`src/rtl/acc8_pkg.sv`:
```
`timescale 1ns/1ps
package acc8_pkg;

    localparam int ADDR_W = 16;
    localparam int DATA_W = 8;

    typedef logic [ADDR_W-1:0] addr_t;
    typedef logic [DATA_W-1:0] byte_t;

    typedef struct packed {
        logic n;
        logic v;
        logic z;
        logic c;
    } flags_t;

    typedef enum logic [3:0] {
        S_VEC_LO, S_VEC_HI, S_VEC_LD, S_FETCH, S_DECODE,
        S_OPND1, S_OPND2, S_ZREAD, S_PUSH_LO, S_PULL_LO,
        S_PULL_HI, S_HALT
    } state_e;

    typedef enum logic [2:0] {
        ALU_PASS, ALU_INC, ALU_DEC, ALU_ROL, ALU_CMP, ALU_SBC
    } alu_op_e;

    typedef enum logic [2:0] {
        M_IMPL, M_IMM, M_ZP, M_ABS, M_REL, M_PULL, M_BAD
    } mode_e;

    typedef enum logic [1:0] { SRC_A, SRC_X, SRC_Y, SRC_MEM } src_e;

    typedef enum logic [2:0] {
        DST_NONE, DST_A, DST_X, DST_Y, DST_SP, DST_MEM
    } dst_e;

    typedef enum logic [2:0] {
        F_NONE, F_JMP, F_JSR, F_RTS, F_BNE, F_BCC, F_BCS
    } flow_e;

    typedef struct packed {
        mode_e   mode;
        alu_op_e alu;
        src_e    src;
        dst_e    dst;
        flow_e   flow;
        logic    store;
        logic    upd;
    } decode_t;

    localparam byte_t OP_LDA_IMM = 8'hA9;
    localparam byte_t OP_LDA_ZP  = 8'hA5;
    localparam byte_t OP_LDY_ZP  = 8'hA4;
    localparam byte_t OP_STX_ZP  = 8'h86;
    localparam byte_t OP_STX_ABS = 8'h8E;
    localparam byte_t OP_DEX     = 8'hCA;
    localparam byte_t OP_DEY     = 8'h88;
    localparam byte_t OP_INY     = 8'hC8;
    localparam byte_t OP_INC_ZP  = 8'hE6;
    localparam byte_t OP_ROL_A   = 8'h2A;
    localparam byte_t OP_CPX_IMM = 8'hE0;
    localparam byte_t OP_SBC_IMM = 8'hE9;
    localparam byte_t OP_BNE     = 8'hD0;
    localparam byte_t OP_BCC     = 8'h90;
    localparam byte_t OP_BCS     = 8'hB0;
    localparam byte_t OP_JMP     = 8'h4C;
    localparam byte_t OP_JSR     = 8'h20;
    localparam byte_t OP_RTS     = 8'h60;
    localparam byte_t OP_TXS     = 8'h9A;
    localparam byte_t OP_NOP     = 8'hEA;

    function automatic decode_t mk_dec(mode_e m, alu_op_e a, src_e s, dst_e d,
                                       flow_e f, logic st, logic u);
        decode_t r;
        r.mode = m; r.alu = a; r.src = s; r.dst = d;
        r.flow = f; r.store = st; r.upd = u;
        return r;
    endfunction

    function automatic addr_t sext_add(addr_t base, byte_t off);
        return base + {{(ADDR_W-DATA_W){off[DATA_W-1]}}, off};
    endfunction

endpackage

```
`src/rtl/acc8_decode.sv`:
```
`timescale 1ns/1ps
module acc8_decode
    import acc8_pkg::*;
(
    input  byte_t   opcode,
    output decode_t dec
);
    always_comb begin
        case (opcode)
            OP_LDA_IMM: dec = mk_dec(M_IMM,  ALU_PASS, SRC_MEM, DST_A,    F_NONE, 1'b0, 1'b1);
            OP_LDA_ZP:  dec = mk_dec(M_ZP,   ALU_PASS, SRC_MEM, DST_A,    F_NONE, 1'b0, 1'b1);
            OP_LDY_ZP:  dec = mk_dec(M_ZP,   ALU_PASS, SRC_MEM, DST_Y,    F_NONE, 1'b0, 1'b1);
            OP_STX_ZP:  dec = mk_dec(M_ZP,   ALU_PASS, SRC_X,   DST_NONE, F_NONE, 1'b1, 1'b0);
            OP_STX_ABS: dec = mk_dec(M_ABS,  ALU_PASS, SRC_X,   DST_NONE, F_NONE, 1'b1, 1'b0);
            OP_DEX:     dec = mk_dec(M_IMPL, ALU_DEC,  SRC_X,   DST_X,    F_NONE, 1'b0, 1'b1);
            OP_DEY:     dec = mk_dec(M_IMPL, ALU_DEC,  SRC_Y,   DST_Y,    F_NONE, 1'b0, 1'b1);
            OP_INY:     dec = mk_dec(M_IMPL, ALU_INC,  SRC_Y,   DST_Y,    F_NONE, 1'b0, 1'b1);
            OP_INC_ZP:  dec = mk_dec(M_ZP,   ALU_INC,  SRC_MEM, DST_MEM,  F_NONE, 1'b0, 1'b1);
            OP_ROL_A:   dec = mk_dec(M_IMPL, ALU_ROL,  SRC_A,   DST_A,    F_NONE, 1'b0, 1'b1);
            OP_CPX_IMM: dec = mk_dec(M_IMM,  ALU_CMP,  SRC_X,   DST_NONE, F_NONE, 1'b0, 1'b1);
            OP_SBC_IMM: dec = mk_dec(M_IMM,  ALU_SBC,  SRC_A,   DST_A,    F_NONE, 1'b0, 1'b1);
            OP_BNE:     dec = mk_dec(M_REL,  ALU_PASS, SRC_A,   DST_NONE, F_BNE,  1'b0, 1'b0);
            OP_BCC:     dec = mk_dec(M_REL,  ALU_PASS, SRC_A,   DST_NONE, F_BCC,  1'b0, 1'b0);
            OP_BCS:     dec = mk_dec(M_REL,  ALU_PASS, SRC_A,   DST_NONE, F_BCS,  1'b0, 1'b0);
            OP_JMP:     dec = mk_dec(M_ABS,  ALU_PASS, SRC_A,   DST_NONE, F_JMP,  1'b0, 1'b0);
            OP_JSR:     dec = mk_dec(M_ABS,  ALU_PASS, SRC_A,   DST_NONE, F_JSR,  1'b0, 1'b0);
            OP_RTS:     dec = mk_dec(M_PULL, ALU_PASS, SRC_A,   DST_NONE, F_RTS,  1'b0, 1'b0);
            OP_TXS:     dec = mk_dec(M_IMPL, ALU_PASS, SRC_X,   DST_SP,   F_NONE, 1'b0, 1'b0);
            OP_NOP:     dec = mk_dec(M_IMPL, ALU_PASS, SRC_A,   DST_NONE, F_NONE, 1'b0, 1'b0);
            default:    dec = mk_dec(M_BAD,  ALU_PASS, SRC_A,   DST_NONE, F_NONE, 1'b0, 1'b0);
        endcase
    end
endmodule

```
`src/rtl/acc8_alu.sv`:
```
`timescale 1ns/1ps
module acc8_alu
    import acc8_pkg::*;
(
    input  alu_op_e op,
    input  byte_t   a,
    input  byte_t   b,
    input  flags_t  fin,
    output byte_t   res,
    output flags_t  fout
);
    logic [DATA_W:0] diff;

    always_comb begin
        fout = fin;
        diff = '0;
        res  = a;
        case (op)
            ALU_PASS: res = a;
            ALU_INC:  res = a + 8'd1;
            ALU_DEC:  res = a - 8'd1;
            ALU_ROL: begin
                res    = {a[DATA_W-2:0], fin.c};
                fout.c = a[DATA_W-1];
            end
            ALU_CMP: begin
                res    = a - b;
                fout.c = (a >= b);
            end
            ALU_SBC: begin
                diff   = {1'b0, a} - {1'b0, b} - {{DATA_W{1'b0}}, ~fin.c};
                res    = diff[DATA_W-1:0];
                fout.c = ~diff[DATA_W];
                fout.v = (a[DATA_W-1] ^ b[DATA_W-1]) & (a[DATA_W-1] ^ diff[DATA_W-1]);
            end
            default: res = a;
        endcase
        fout.n = res[DATA_W-1];
        fout.z = (res == '0);
    end
endmodule

```
`src/rtl/acc8_core.sv`:
```
`timescale 1ns/1ps
module acc8_core
    import acc8_pkg::*;
#(
    parameter logic [15:0] RESET_VECTOR = 16'hFFFC,
    parameter logic [7:0]  STACK_PAGE   = 8'h01
)(
    input  logic        clk,
    input  logic        rst,
    output logic [15:0] mem_addr,
    output logic [7:0]  mem_wdata,
    output logic        mem_we,
    input  logic [7:0]  mem_rdata,
    output logic        halted,
    output logic [15:0] halt_addr,
    output logic [7:0]  dbg_a,
    output logic [7:0]  dbg_x,
    output logic [7:0]  dbg_y,
    output logic [7:0]  dbg_sp,
    output logic [3:0]  dbg_flags
);
    localparam addr_t VEC_HI_ADDR = RESET_VECTOR + 16'd1;

    state_e state_q, state_d;
    addr_t  pc_q, pc_d, halt_q, halt_d;
    byte_t  a_q, a_d, x_q, x_d, y_q, y_d, sp_q, sp_d;
    byte_t  ir_q, ir_d, lo_q, lo_d, hi_q, hi_d;
    flags_t fl_q, fl_d;

    byte_t   op_sel;
    decode_t dec;
    byte_t   alu_a, alu_res;
    flags_t  alu_fl;
    addr_t   pc_m1;
    logic    exec_now;
    logic    take;

    function automatic addr_t stk(byte_t p);
        return {STACK_PAGE, p};
    endfunction

    assign op_sel = (state_q == S_DECODE) ? mem_rdata : ir_q;
    assign pc_m1  = pc_q - 16'd1;

    acc8_decode u_dec (.opcode(op_sel), .dec(dec));

    always_comb begin
        case (dec.src)
            SRC_A:   alu_a = a_q;
            SRC_X:   alu_a = x_q;
            SRC_Y:   alu_a = y_q;
            default: alu_a = mem_rdata;
        endcase
    end

    acc8_alu u_alu (
        .op(dec.alu), .a(alu_a), .b(mem_rdata), .fin(fl_q),
        .res(alu_res), .fout(alu_fl)
    );

    always_comb begin
        case (dec.flow)
            F_BNE:   take = ~fl_q.z;
            F_BCC:   take = ~fl_q.c;
            F_BCS:   take = fl_q.c;
            default: take = 1'b0;
        endcase
    end

    assign exec_now = ((state_q == S_DECODE) && (dec.mode == M_IMPL)) ||
                      ((state_q == S_OPND1)  && (dec.mode == M_IMM))  ||
                      (state_q == S_ZREAD);

    always_comb begin
        state_d = state_q; pc_d = pc_q; halt_d = halt_q;
        a_d = a_q; x_d = x_q; y_d = y_q; sp_d = sp_q;
        ir_d = ir_q; lo_d = lo_q; hi_d = hi_q; fl_d = fl_q;
        mem_addr = pc_q; mem_we = 1'b0; mem_wdata = x_q;

        case (state_q)
            S_VEC_LO: begin
                mem_addr = RESET_VECTOR;
                state_d  = S_VEC_HI;
            end
            S_VEC_HI: begin
                mem_addr = VEC_HI_ADDR;
                lo_d     = mem_rdata;
                state_d  = S_VEC_LD;
            end
            S_VEC_LD: begin
                pc_d    = {mem_rdata, lo_q};
                state_d = S_FETCH;
            end
            S_FETCH: begin
                mem_addr = pc_q;
                pc_d     = pc_q + 16'd1;
                state_d  = S_DECODE;
            end
            S_DECODE: begin
                ir_d = mem_rdata;
                case (dec.mode)
                    M_BAD: begin
                        halt_d  = pc_m1;
                        state_d = S_HALT;
                    end
                    M_IMPL: state_d = S_FETCH;
                    M_PULL: begin
                        sp_d     = sp_q + 8'd1;
                        mem_addr = stk(sp_q + 8'd1);
                        state_d  = S_PULL_LO;
                    end
                    default: begin
                        mem_addr = pc_q;
                        pc_d     = pc_q + 16'd1;
                        state_d  = S_OPND1;
                    end
                endcase
            end
            S_OPND1: begin
                lo_d = mem_rdata;
                case (dec.mode)
                    M_REL: begin
                        if (take) pc_d = sext_add(pc_q, mem_rdata);
                        state_d = S_FETCH;
                    end
                    M_ZP: begin
                        mem_addr = {8'h00, mem_rdata};
                        if (dec.store) begin
                            mem_we  = 1'b1;
                            state_d = S_FETCH;
                        end else begin
                            state_d = S_ZREAD;
                        end
                    end
                    M_ABS: begin
                        mem_addr = pc_q;
                        pc_d     = pc_q + 16'd1;
                        state_d  = S_OPND2;
                    end
                    default: state_d = S_FETCH;
                endcase
            end
            S_OPND2: begin
                state_d = S_FETCH;
                if (dec.flow == F_JMP) begin
                    pc_d = {mem_rdata, lo_q};
                end else if (dec.flow == F_JSR) begin
                    hi_d      = mem_rdata;
                    mem_addr  = stk(sp_q);
                    mem_we    = 1'b1;
                    mem_wdata = pc_m1[15:8];
                    sp_d      = sp_q - 8'd1;
                    state_d   = S_PUSH_LO;
                end else begin
                    mem_addr = {mem_rdata, lo_q};
                    mem_we   = 1'b1;
                end
            end
            S_PUSH_LO: begin
                mem_addr  = stk(sp_q);
                mem_we    = 1'b1;
                mem_wdata = pc_m1[7:0];
                sp_d      = sp_q - 8'd1;
                pc_d      = {hi_q, lo_q};
                state_d   = S_FETCH;
            end
            S_ZREAD: begin
                if (dec.dst == DST_MEM) begin
                    mem_addr  = {8'h00, lo_q};
                    mem_we    = 1'b1;
                    mem_wdata = alu_res;
                end
                state_d = S_FETCH;
            end
            S_PULL_LO: begin
                lo_d     = mem_rdata;
                sp_d     = sp_q + 8'd1;
                mem_addr = stk(sp_q + 8'd1);
                state_d  = S_PULL_HI;
            end
            S_PULL_HI: begin
                pc_d    = {mem_rdata, lo_q} + 16'd1;
                state_d = S_FETCH;
            end
            default: state_d = S_HALT;
        endcase

        if (exec_now) begin
            case (dec.dst)
                DST_A:   a_d  = alu_res;
                DST_X:   x_d  = alu_res;
                DST_Y:   y_d  = alu_res;
                DST_SP:  sp_d = alu_res;
                default: ;
            endcase
            if (dec.upd) fl_d = alu_fl;
        end
    end

    always_ff @(posedge clk) begin
        if (rst) begin
            state_q <= S_VEC_LO;
            pc_q <= '0; halt_q <= '0;
            a_q <= '0; x_q <= '0; y_q <= '0; sp_q <= '0;
            ir_q <= '0; lo_q <= '0; hi_q <= '0; fl_q <= '0;
        end else begin
            state_q <= state_d;
            pc_q <= pc_d; halt_q <= halt_d;
            a_q <= a_d; x_q <= x_d; y_q <= y_d; sp_q <= sp_d;
            ir_q <= ir_d; lo_q <= lo_d; hi_q <= hi_d; fl_q <= fl_d;
        end
    end

    assign halted    = (state_q == S_HALT);
    assign halt_addr = halt_q;
    assign dbg_a     = a_q;
    assign dbg_x     = x_q;
    assign dbg_y     = y_q;
    assign dbg_sp    = sp_q;
    assign dbg_flags = fl_q;
endmodule

```
`config.mk`:
```
export PLATFORM = sky130hd
export DESIGN_NAME = acc8_core
export DESIGN_NICKNAME = d
export VERILOG_FILES = /design/src/rtl/acc8_pkg.sv /design/src/rtl/acc8_decode.sv /design/src/rtl/acc8_alu.sv /design/src/rtl/acc8_core.sv
export SDC_FILE = /design/constraint.sdc
export NUM_CORES = 1
export LEC_CHECK = 0
export BUFFER_PORTS_ARGS = -buffer_cell sky130_fd_sc_hd__buf_2
export CAP_MARGIN = 5
export CORE_ASPECT_RATIO = 0.5
export CORE_MARGIN = 3
export CORE_UTILIZATION = 35
export DETAILED_ROUTE_END_ITERATION = 12
export PLACE_DENSITY = 0.49
export SKIP_CTS_REPAIR_TIMING = 1
export SYNTH_ARGS = -nofsm -noshare
export SYNTH_HDL_FRONTEND = slang
export SYNTH_SLANG_ARGS = --single-unit
```
`constraint.sdc`:
```
create_clock -name clk -period 6.3 [get_ports clk]
set_input_delay 0 -clock clk [delete_from_list [all_inputs] [get_ports clk]]
set_output_delay 0 -clock clk [all_outputs]
set_load 0.03 [all_outputs]
```
==> results of run 1 <==
-- through the flow --
step / total power [mW] / utilization (%) / cells
2_1_floorplan: 1.08 / - / 1343
3_3_place_gp: 1.27 / 39.3 / 1734
3_5_place_dp: 1.27 / 39.3 / 1734
4_1_cts: 1.92 / 40.5 / 1750
5_1_grt: 2.01 / 40.7 / 1750
6_report: 1.92 / 40.7 / 1750
-- cells in the mapped netlist (13+ instances only) --
cell / instances
nor2_1: 164
a21oi_1: 129
nand2_1: 124
dfxtp_1: 96
clkbuf_1: 72
o21ai_0: 67
inv_1: 58
xnor2_1: 53
mux2i_1: 52
nor3_1: 49
ha_1: 46
a211oi_1: 27
nand3_1: 27
a221oi_1: 20
xor2_1: 20
nand2b_1: 18
o211ai_1: 15
or3_1: 15
nor3b_1: 13
nor4_1: 13
-- per-layer routing --
metal  wire (um)  up-vias
met5           0        -
met4        1270        0
met3        3540       76
met2       18200      473
met1       19200     5334
li1            -     5020
-- worst min path at each step --
stage                  startpoint             to  cells past startpoint
detailed placement  halt_addr[14]  halt_addr[14]                      1
global placement          hi_q[7]        hi_q[7]                      2
floorplan            mem_rdata[7]        ir_q[7]                      2
finish                        rst        lo_q[5]                      2
CTS                           rst        lo_q[5]                      2
global route                  rst        lo_q[7]                      2
-- critical path, delay by kind of cell (launching register included) --
family / cells / cell delay, ns
adder cells (fa/ha/maj): 1 / 0.32
XOR/XNOR: 1 / 0.13
buffers and inverters: 4 / 0.85
AND/OR/NAND/NOR: 7 / 1.59
multiplexers: 1 / 0.25
AO/OA/AOI/OAI: 9 / 2.12
flip-flops: 1 / 0.33
-- logic make-up after synthesis --
group,synth area share [%]
and+or+nand+nor,25.9
AOI/OAI and AO/OA,27.4
buffers and inverters,6.06
DFF,19.9
xor gates and xnor gates,6.64
muxes,6.97
adders and majority gates,7.01
-- registers in the layout, summed over array words and instances (netlist names) --
signal and cells:
dbg_x 8, pc_q 16, ir_q 8, dbg_a 8, hi_q 8, lo_q 8
dbg_flags 4, dbg_sp 8, halt_addr 16, state_q 4, dbg_y 8
-- area by class of cell --
class,count,area [um2]
clock inverters,7,114
clock buffers,9,225
well taps,352,440
multi-input cells,1096,7190
repair buffers,131,772
inverters,59,221
fillers,2767,15900
flip-flops and latches,96,1920
-- power groups by stage --
stage	Combinational (mW)	Clock, mW	Sequential, mW
3_5_place_dp	0.571	0	0.695
4_1_cts	0.574	0.663	0.681
2_1_floorplan	0.414	0	0.663
6_report	0.588	0.648	0.683
5_1_grt	0.636	0.684	0.686
3_3_place_gp	0.573	0	0.696
==> results.tsv, run 1 <==
metric	value	unit
r2r_cells	22	
final_antenna_net_count	0	
holdWs	0.0637	ns
cp_max_fo	23	
combPwrFrac	30.6	%
syn_to_final_growth	13.0	%
critPathRequiredTime	6.30	ns
grt_start_max_net_pins	56	
drive_gt1_share	14.3	%
final_common_cell	nor2_1	
cts_buffer_depth	2	
setup_viol_count_final	0	
die_area	29700	um2
ys_types	89	
nets	1454	
yosys_warnings	0	
peakVddDrop	139	uV
route.detailed.drc	0	
coreArea	26700	um2
synth_seq_cells	96	
synth_area_leader_cell	dfxtp_1	
yosys.area.top_type_share	19.9	%
busiest_layer	met2	
p_int	1.18	mW
setup.worst_path.end	mem_wdata[5]	
crit_type	reg -> out	
cts_tree	built	
arrival	5.98	ns
fmax	167	MHz
cp_slowest_cell	or4_4	
synth_cells	1343	
async_flop_share	0	%
clk_pin_slew	0.08	ns
startpoint_type	flip-flop	
cts.sinks	96	
fin_tns_setup	0	ns
final_cell_mix	nor2_1 (162), a21oi_1 (128), nand2_1 (124)	
endpoint_kind	output pin	
synthesis.area	9630	um2
slowest_delay	0.59	ns
synth_edf_count	0	
grt_pass1_vias	10065	
htree_levels	3	
fin_crit_sh	94.9	%
dpl_worst_slack	0.451	ns
routed_wl	42200	um
gr-usage-all-layers	28.0	%
synthTopCellsByArea	dfxtp_1 (20%), a21oi_1 (6.7%), nor2_1 (6.4%), ha_1 (6.0%), mux2i_1 (5.4%)	
cts_root_buf	clkbuf_16	
start_util	36.0	%
insertion_delay	0.38	ns
rows	42	
gp_congestion	0.974	
p_sw	0.734	mW
hp-class	in -> reg	
met2_usage	43.0	%
use_met1	38.5	%
dp_hpwl	32200	um
fin_crit	5.98	ns
dpl_cell_area	10500	um2
met3_usage	6.75	%
rsz0062_at_grt	false	
drt_iter0_drc	1208	
worstPathCellList	buf_4 > nor4b_4 > buf_6 > nor3_1 > nor2_1 > a21oi_1 > or4_4 > buf_4 > mux2i_1 > ha_1 > nor2b_1 > o21ai_0 > a21oi_1 > o21ai_0 > nand2_1 > xnor2_1 > a221oi_1 > o221ai_1 > a311oi_2 > a21oi_1 > o21ai_0 > nand2_1 > buf_2	
grt_pass1_wl	62600	um
antenna_found_initial	0	
p_leak	4.26	nW
hold_violations	0	
route.vias.total	10903	
cts_buffers	9	
synth_ff_type	dfxtp_1	
pin_count	88	
fp.dieH	123	um
port_buffers	87	
wl_per_cell	24.1	um
max_slew_margin	20.9	%
firstDrtPassIters	6	
powerDensity	176	nW/um2
setup_ws	0.320	ns
rrSetupSlack	0.55	ns
syn_area_per_cell	7.17	um2
final-max-slew-violation-count	0	
maxCapViolCount	0	
r2r_end	dbg_flags[1]	
vias_per_cell	6.23	
antennaDiodeCount	0	
crit_start	state_q[3]	
dieWidth	241	um
status	complete, no violations	
crit-reg2reg-launch	state_q[3]	
clock_power_share	33.8	%
p_seq_share	35.6	%
ys_seq_area_share	19.9	%
worst_clock_skew	0.0102	ns
syn_nets	1404	
swShare	38.3	%
final_area	10900	um2
worst_slew_pin_slew	1.17	ns
gr-total-overflow	0	
(Power assumes the default switching activity.)
==> run 2, diff against run 1 <==
- CORE_ASPECT_RATIO: 0.5 -> 0.8
- PLACE_DENSITY: 0.49 -> not set
- PLACE_DENSITY_LB_ADDON: not set -> 0.15
==> results.tsv, run 2 (synthesis gave the netlist of run 1 again) <==
metric	value	unit	change
critPathRequiredTime	6.30	ns	about the same
crit_type	reg -> out		unchanged
fin_crit	6.06	ns	was 5.98 ns
coreArea	26700	um2	about the same
combPwrFrac	31.3	%	was 30.6%
setup_viol_count_final	0		unchanged
worst_slew_pin_slew	1.17	ns	about the same
status	complete, no violations		unchanged
p_sw	0.725	mW	was 0.734 mW
fp.dieH	154	um	was 123 um
cts_buffers	9		unchanged
hp-class	in -> reg		unchanged
port_buffers	87		unchanged
cts_tree	built		unchanged
gp_congestion	0.996		was 0.974
crit-reg2reg-launch	state_q[3]		unchanged
die_area	29600	um2	was 29700 um2
instances_no_fill	1759		was 1750
p_int	1.15	mW	was 1.18 mW
cp_slowest_cell	or4b_1		was or4_4
clock_power_share	32.5	%	was 33.8%
startpoint_type	flip-flop		unchanged
peakVddDrop	136	uV	was 139 uV
arrival	6.06	ns	was 5.98 ns
clk_pin_slew	0.08	ns	about the same
grt_pass1_wl	62300	um	was 62600 um
cpMostUsedCell	buf_4		
setup.worst_path.end	mem_wdata[7]		was mem_wdata[5]
start_util	36.1	%	was 36.0%
grt_pass1_vias	9949		was 10065
gr-total-overflow	0		unchanged
slowest_delay	0.59	ns	about the same
max_slew_margin	22.2	%	was 20.9%
fillers	2852		was 2767
wl_per_cell	23.5	um	was 24.1 um
powerDensity	172	nW/um2	was 176 nW/um2
worst_clock_skew	0.0116	ns	was 0.0102 ns
final_cell_mix	nor2_1 (163), a21oi_1 (129), nand2_1 (124)		was nor2_1 (162), a21oi_1 (128), nand2_1 (124)
final_common_cell	nor2_1		unchanged
setup_ws	0.244	ns	was 0.320 ns
cts_buffer_depth	2		unchanged
dpl.cell_count	1741		was 1734
p_leak	4.29	nW	was 4.26 nW
cts_root_buf	clkbuf_16		unchanged
worstPathCellList	or4b_1 > buf_4 > nand2_1 > o32a_1 > a21oi_1 > nor2_1 > buf_4 > nor2_1 > a21oi_1 > mux2_2 > inv_1 > ha_1 > inv_1 > ha_1 > o21ai_0 > a41oi_2 > or4_1 > a31oi_1 > nor3_1 > buf_4 > o21ai_0 > buf_2		was buf_4 > nor4b_4 > buf_6 > nor3_1 > nor2_1 > a21oi_1 > or4_4 > buf_4 > mux2i_1 > ha_1 > nor2b_1 > o21ai_0 > a21oi_1 > o21ai_0 > nand2_1 > xnor2_1 > a221oi_1 > o221ai_1 > a311oi_2 > a21oi_1 > o21ai_0 > nand2_1 > buf_2
dp_hpwl	31500	um	was 32200 um
htree_levels	3		unchanged
final-max-slew-violation-count	0		unchanged
antenna_found_initial	0		unchanged
drive_gt1_share	14.6	%	was 14.3%
grt_start_max_net_pins	64		was 56
drt_iter0_drc	1281		was 1208
cts.sinks	96		unchanged
nets	1458		was 1454
final_area	10900	um2	about the same
fmax	165	MHz	was 167 MHz
gr-usage-all-layers	27.4	%	was 28.0%
r2r_end	dbg_flags[1]		unchanged
maxCapViolCount	0		unchanged
r2r_cells	26		was 22
route.detailed.drc	0		unchanged
crit_start	state_q[3]		unchanged
dpl_cell_area	10500	um2	about the same
insertion_delay	0.38	ns	about the same
rsz0062_at_grt	true		was false
route.vias.total	10781		was 10903
syn_to_final_growth	13.0	%	about the same
dieWidth	191	um	was 241 um
endpoint_kind	output pin		unchanged
dpl_worst_slack	0.423	ns	was 0.451 ns
hold_violations	0		unchanged
p_seq_share	36.3	%	was 35.6%
rrSetupSlack	0.47	ns	was 0.55 ns
firstDrtPassIters	6		unchanged
fin_crit_sh	96.1	%	was 94.9%
rows	53		was 42
cp_max_fo	11		was 23
antennaDiodeCount	0		unchanged
pin_count	88		unchanged
final_antenna_net_count	0		unchanged
vias_per_cell	6.13		was 6.23
swShare	38.6	%	was 38.3%
routed_wl	41300	um	was 42200 um
run 2: cell count changes in the layout (fill, tap and decap cells not counted), sizes merged:
cell	previous run	this run
buf	131	135
inv	60	58
bufinv	2	1
clkbuf	9	10
clkinv	4	5
clkinvlp	0	1
run 2: layout make-up:
class / count / area (um2) / area share [%]
clock buffer: 10 / 239 / 2.19
clock inverter: 6 / 68.8 / 0.632
inverter: 59 / 221 / 2.03
multi-input combinational: 1096 / 7190 / 66.1
sequential: 96 / 1920 / 17.6
tap: 357 / 447 / 4.10
timing repair buffer: 135 / 798 / 7.33
run 2: worst min-delay path by stage:
stage	slack (ns)	to	depth (start not counted)	startpoint
floorplan	0.29	ir_q[7]	2	mem_rdata[7]
global placement	0.41	hi_q[2]	3	mem_rdata[2]
detailed placement	0.43	hi_q[2]	3	mem_rdata[2]
CTS	0.03	hi_q[2]	3	mem_rdata[2]
global route	0.06	hi_q[2]	3	mem_rdata[2]
finish	0.05	hi_q[2]	3	mem_rdata[2]
run 2: power groups by stage:
stage / Clock (mW) / Sequential, mW / Combinational, mW
finish: 0.610 / 0.680 / 0.587
CTS: 0.617 / 0.676 / 0.577
floorplan: 0 / 0.663 / 0.414
global placement: 0 / 0.690 / 0.574
detailed placement: 0 / 0.690 / 0.574
global route: 0.637 / 0.681 / 0.635
run 2: through the flow:
stage	setup TNS [ns]	util (%)	total power, mW	hold WS (ns)
6_report	0	40.8	1.88	0.0474
5_1_grt	-0.00749	40.8	1.95	0.0560
4_1_cts	0	40.6	1.87	0.0340
3_5_place_dp	0	39.5	1.26	0.425
3_3_place_gp	0	39.5	1.26	0.410
2_1_floorplan	0	-	1.08	0.289
run 2: per-layer routing:
metal  vias up  global-route usage, %  wire length [um]
li1       5020                      -                 -
met1      5104                   42.4             19600
met2       591                   36.9             16300
met3        66                   6.84              4430
met4         0                   6.95               918
met5         -                      0                 0
run 2: critical path, delay by kind of cell, from the launching register on:
family	cells	cell delay (ns)
buf+inv	6	1.05
mux	1	0.23
fa+ha+maj	2	0.65
compound gates	7	1.66
simple gates	6	1.75
flops	1	0.35
==> run 3, diff against run 2 <==
- CORE_UTILIZATION: 35 -> 45
- CTS_CLUSTER_SIZE: not set -> 10
==> results.tsv, run 3 (synthesis gave the netlist of run 1 again) <==
metric	value	unit	change
final-max-slew-violation-count	0		unchanged
routed_wl	38400	um	was 41300 um
post-route-util	51.8	%	was 40.8%
route.detailed.drc	0		unchanged
cp_max_fo	35		was 11
r2r_cells	26		unchanged
slowest_delay	0.59	ns	about the same
status	complete, no violations		unchanged
instances_no_fill	1673		was 1759
htree_levels	3		unchanged
route.vias.total	10822		was 10781
p_seq_share	36.9	%	was 36.3%
coreArea	20900	um2	was 26700 um2
combPwrFrac	30.9	%	was 31.3%
min_to	ir_q[1]		was hi_q[2]
port_buffers	87		unchanged
grt_pass1_vias	9864		was 9949
worst_clock_skew	0.0226	ns	was 0.0116 ns
dp_hpwl	28700	um	was 31500 um
startpoint_type	flip-flop		unchanged
grt_pass1_wl	58500	um	was 62300 um
antennaDiodeCount	0		unchanged
cpMostUsedCell	o21ai_0		was buf_4
final_antenna_net_count	0		unchanged
syn_to_final_growth	12.3	%	was 13.0%
hold_depth	3		unchanged
crit_type	reg -> out		unchanged
cts_buffers	9		unchanged
firstDrtPassIters	5		was 6
rsz0062_at_grt	true		unchanged
setup_viol_count_final	0		unchanged
final_cell_mix	nor2_1 (163), a21oi_1 (129), nand2_1 (124)		unchanged
dieWidth	170	um	was 191 um
holdWs	0.0893	ns	was 0.0474 ns
antenna_found_initial	0		unchanged
critPathRequiredTime	6.30	ns	about the same
cts_tree	built		unchanged
die_area	23200	um2	was 29600 um2
cts.sinks	96		unchanged
insertion_delay	0.38	ns	about the same
dpl.cell_count	1655		was 1741
rrSetupSlack	0.49	ns	was 0.47 ns
swShare	39.9	%	was 38.6%
hp-class	in -> reg		unchanged
clk_pin_slew	0.08	ns	about the same
final_common_cell	nor2_1		unchanged
p_int	1.12	mW	was 1.15 mW
cts_root_buf	clkbuf_16		unchanged
gp_congestion	1.01		was 0.996
pin_count	88		unchanged
drt_iter0_drc	1390		was 1281
gr-usage-all-layers	32.7	%	was 27.4%
arrival	6.06	ns	about the same
nets	1460		was 1458
powerDensity	171	nW/um2	was 172 nW/um2
clock_power_share	32.2	%	was 32.5%
cp_slowest_cell	or4b_1		unchanged
max_slew_margin	26.4	%	was 22.2%
grt_start_max_net_pins	84		was 64
drive_gt1_share	14.8	%	was 14.6%
crit-reg2reg-launch	state_q[3]		unchanged
min_from	mem_rdata[1]		was mem_rdata[2]
worstPathCellList	or4b_1 > buf_12 > nor3_2 > nor2_1 > buf_4 > a21oi_1 > buf_4 > nor3_1 > or2_2 > mux2i_1 > ha_1 > nor2b_1 > o21ai_0 > a21oi_1 > o21ai_0 > a211oi_1 > or3_1 > nand3_1 > o221ai_1 > a211o_1 > nor3_2 > o21ai_0 > buf_2		was or4b_1 > buf_4 > nand2_1 > o32a_1 > a21oi_1 > nor2_1 > buf_4 > nor2_1 > a21oi_1 > mux2_2 > inv_1 > ha_1 > inv_1 > ha_1 > o21ai_0 > a41oi_2 > or4_1 > a31oi_1 > nor3_1 > buf_4 > o21ai_0 > buf_2
worst_slew_pin_slew	1.10	ns	was 1.17 ns
fin_crit	6.06	ns	about the same
r2r_end	dbg_flags[1]		unchanged
vias_per_cell	6.47		was 6.13
rows	47		was 53
hold_violations	0		unchanged
wl_per_cell	23.0	um	was 23.5 um
endpoint_kind	output pin		unchanged
maxCapViolCount	0		unchanged
start_util	46.1	%	was 36.1%
cts_buffer_depth	2		unchanged
p_leak	4.30	nW	was 4.29 nW
p_sw	0.739	mW	was 0.725 mW
gr-total-overflow	0		unchanged
peakVddDrop	117	uV	was 136 uV
fmax	165	MHz	about the same
fp.dieH	137	um	was 154 um
fin_crit_sh	96.3	%	was 96.1%
run 3: critical path, delay by kind of cell (launching register included):
family	cells	cell delay, ns
compound gates	8	1.59
fa+ha+maj	1	0.31
buf+inv	4	0.82
flops	1	0.37
mux	1	0.26
simple gates	9	2.33
run 3: layer usage:
layer,vias up,share of wire (%),GRT usage (%)
met5,-,0,0
met4,0,2.2,8.36
met3,65,13,9.24
met1,5093,46,49.6
li1,5033,-,-
met2,631,39,44.7
run 3: metrics by stage:
stage               power (mW)  cell area [um2]  setup WS, ns  setup TNS [ns]
finish                    1.85            10800         0.236               0
CTS                       1.84            10800        0.0611               0
global route              1.93            10800       -0.0339         -0.0535
floorplan                 1.08             9630          1.03               0
global placement          1.25            10500         0.564               0
detailed placement        1.25            10500         0.374               0
run 3: worst max-delay path by stage:
stage / startpoint / to / slack, ns / cells past startpoint
after global routing: state_q[3] / mem_wdata[6] / -0.03 / 25
after CTS: state_q[2] / mem_wdata[6] / 0.06 / 25
after global placement: state_q[2] / dbg_flags[1] / 0.56 / 24
after floorplan: state_q[1] / dbg_flags[1] / 1.03 / 24
after detailed placement: state_q[2] / dbg_flags[1] / 0.37 / 24
final: state_q[3] / mem_wdata[7] / 0.24 / 23
run 3: power groups by stage:
stage	Combinational (mW)	Sequential, mW	Clock [mW]
final	0.573	0.684	0.597
after global routing	0.618	0.686	0.625
after CTS	0.561	0.679	0.599
after detailed placement	0.557	0.693	0
after global placement	0.556	0.693	0
after floorplan	0.414	0.663	0
run 3: area by class of cell:
type	instances	area (um2)
fillers	2108	10100
multi-input cells	1096	7190
flip-flops and latches	96	1920
repair buffers	137	841
well taps	269	337
clock buffers	9	225
inverters	59	221
clock inverters	7	83.8
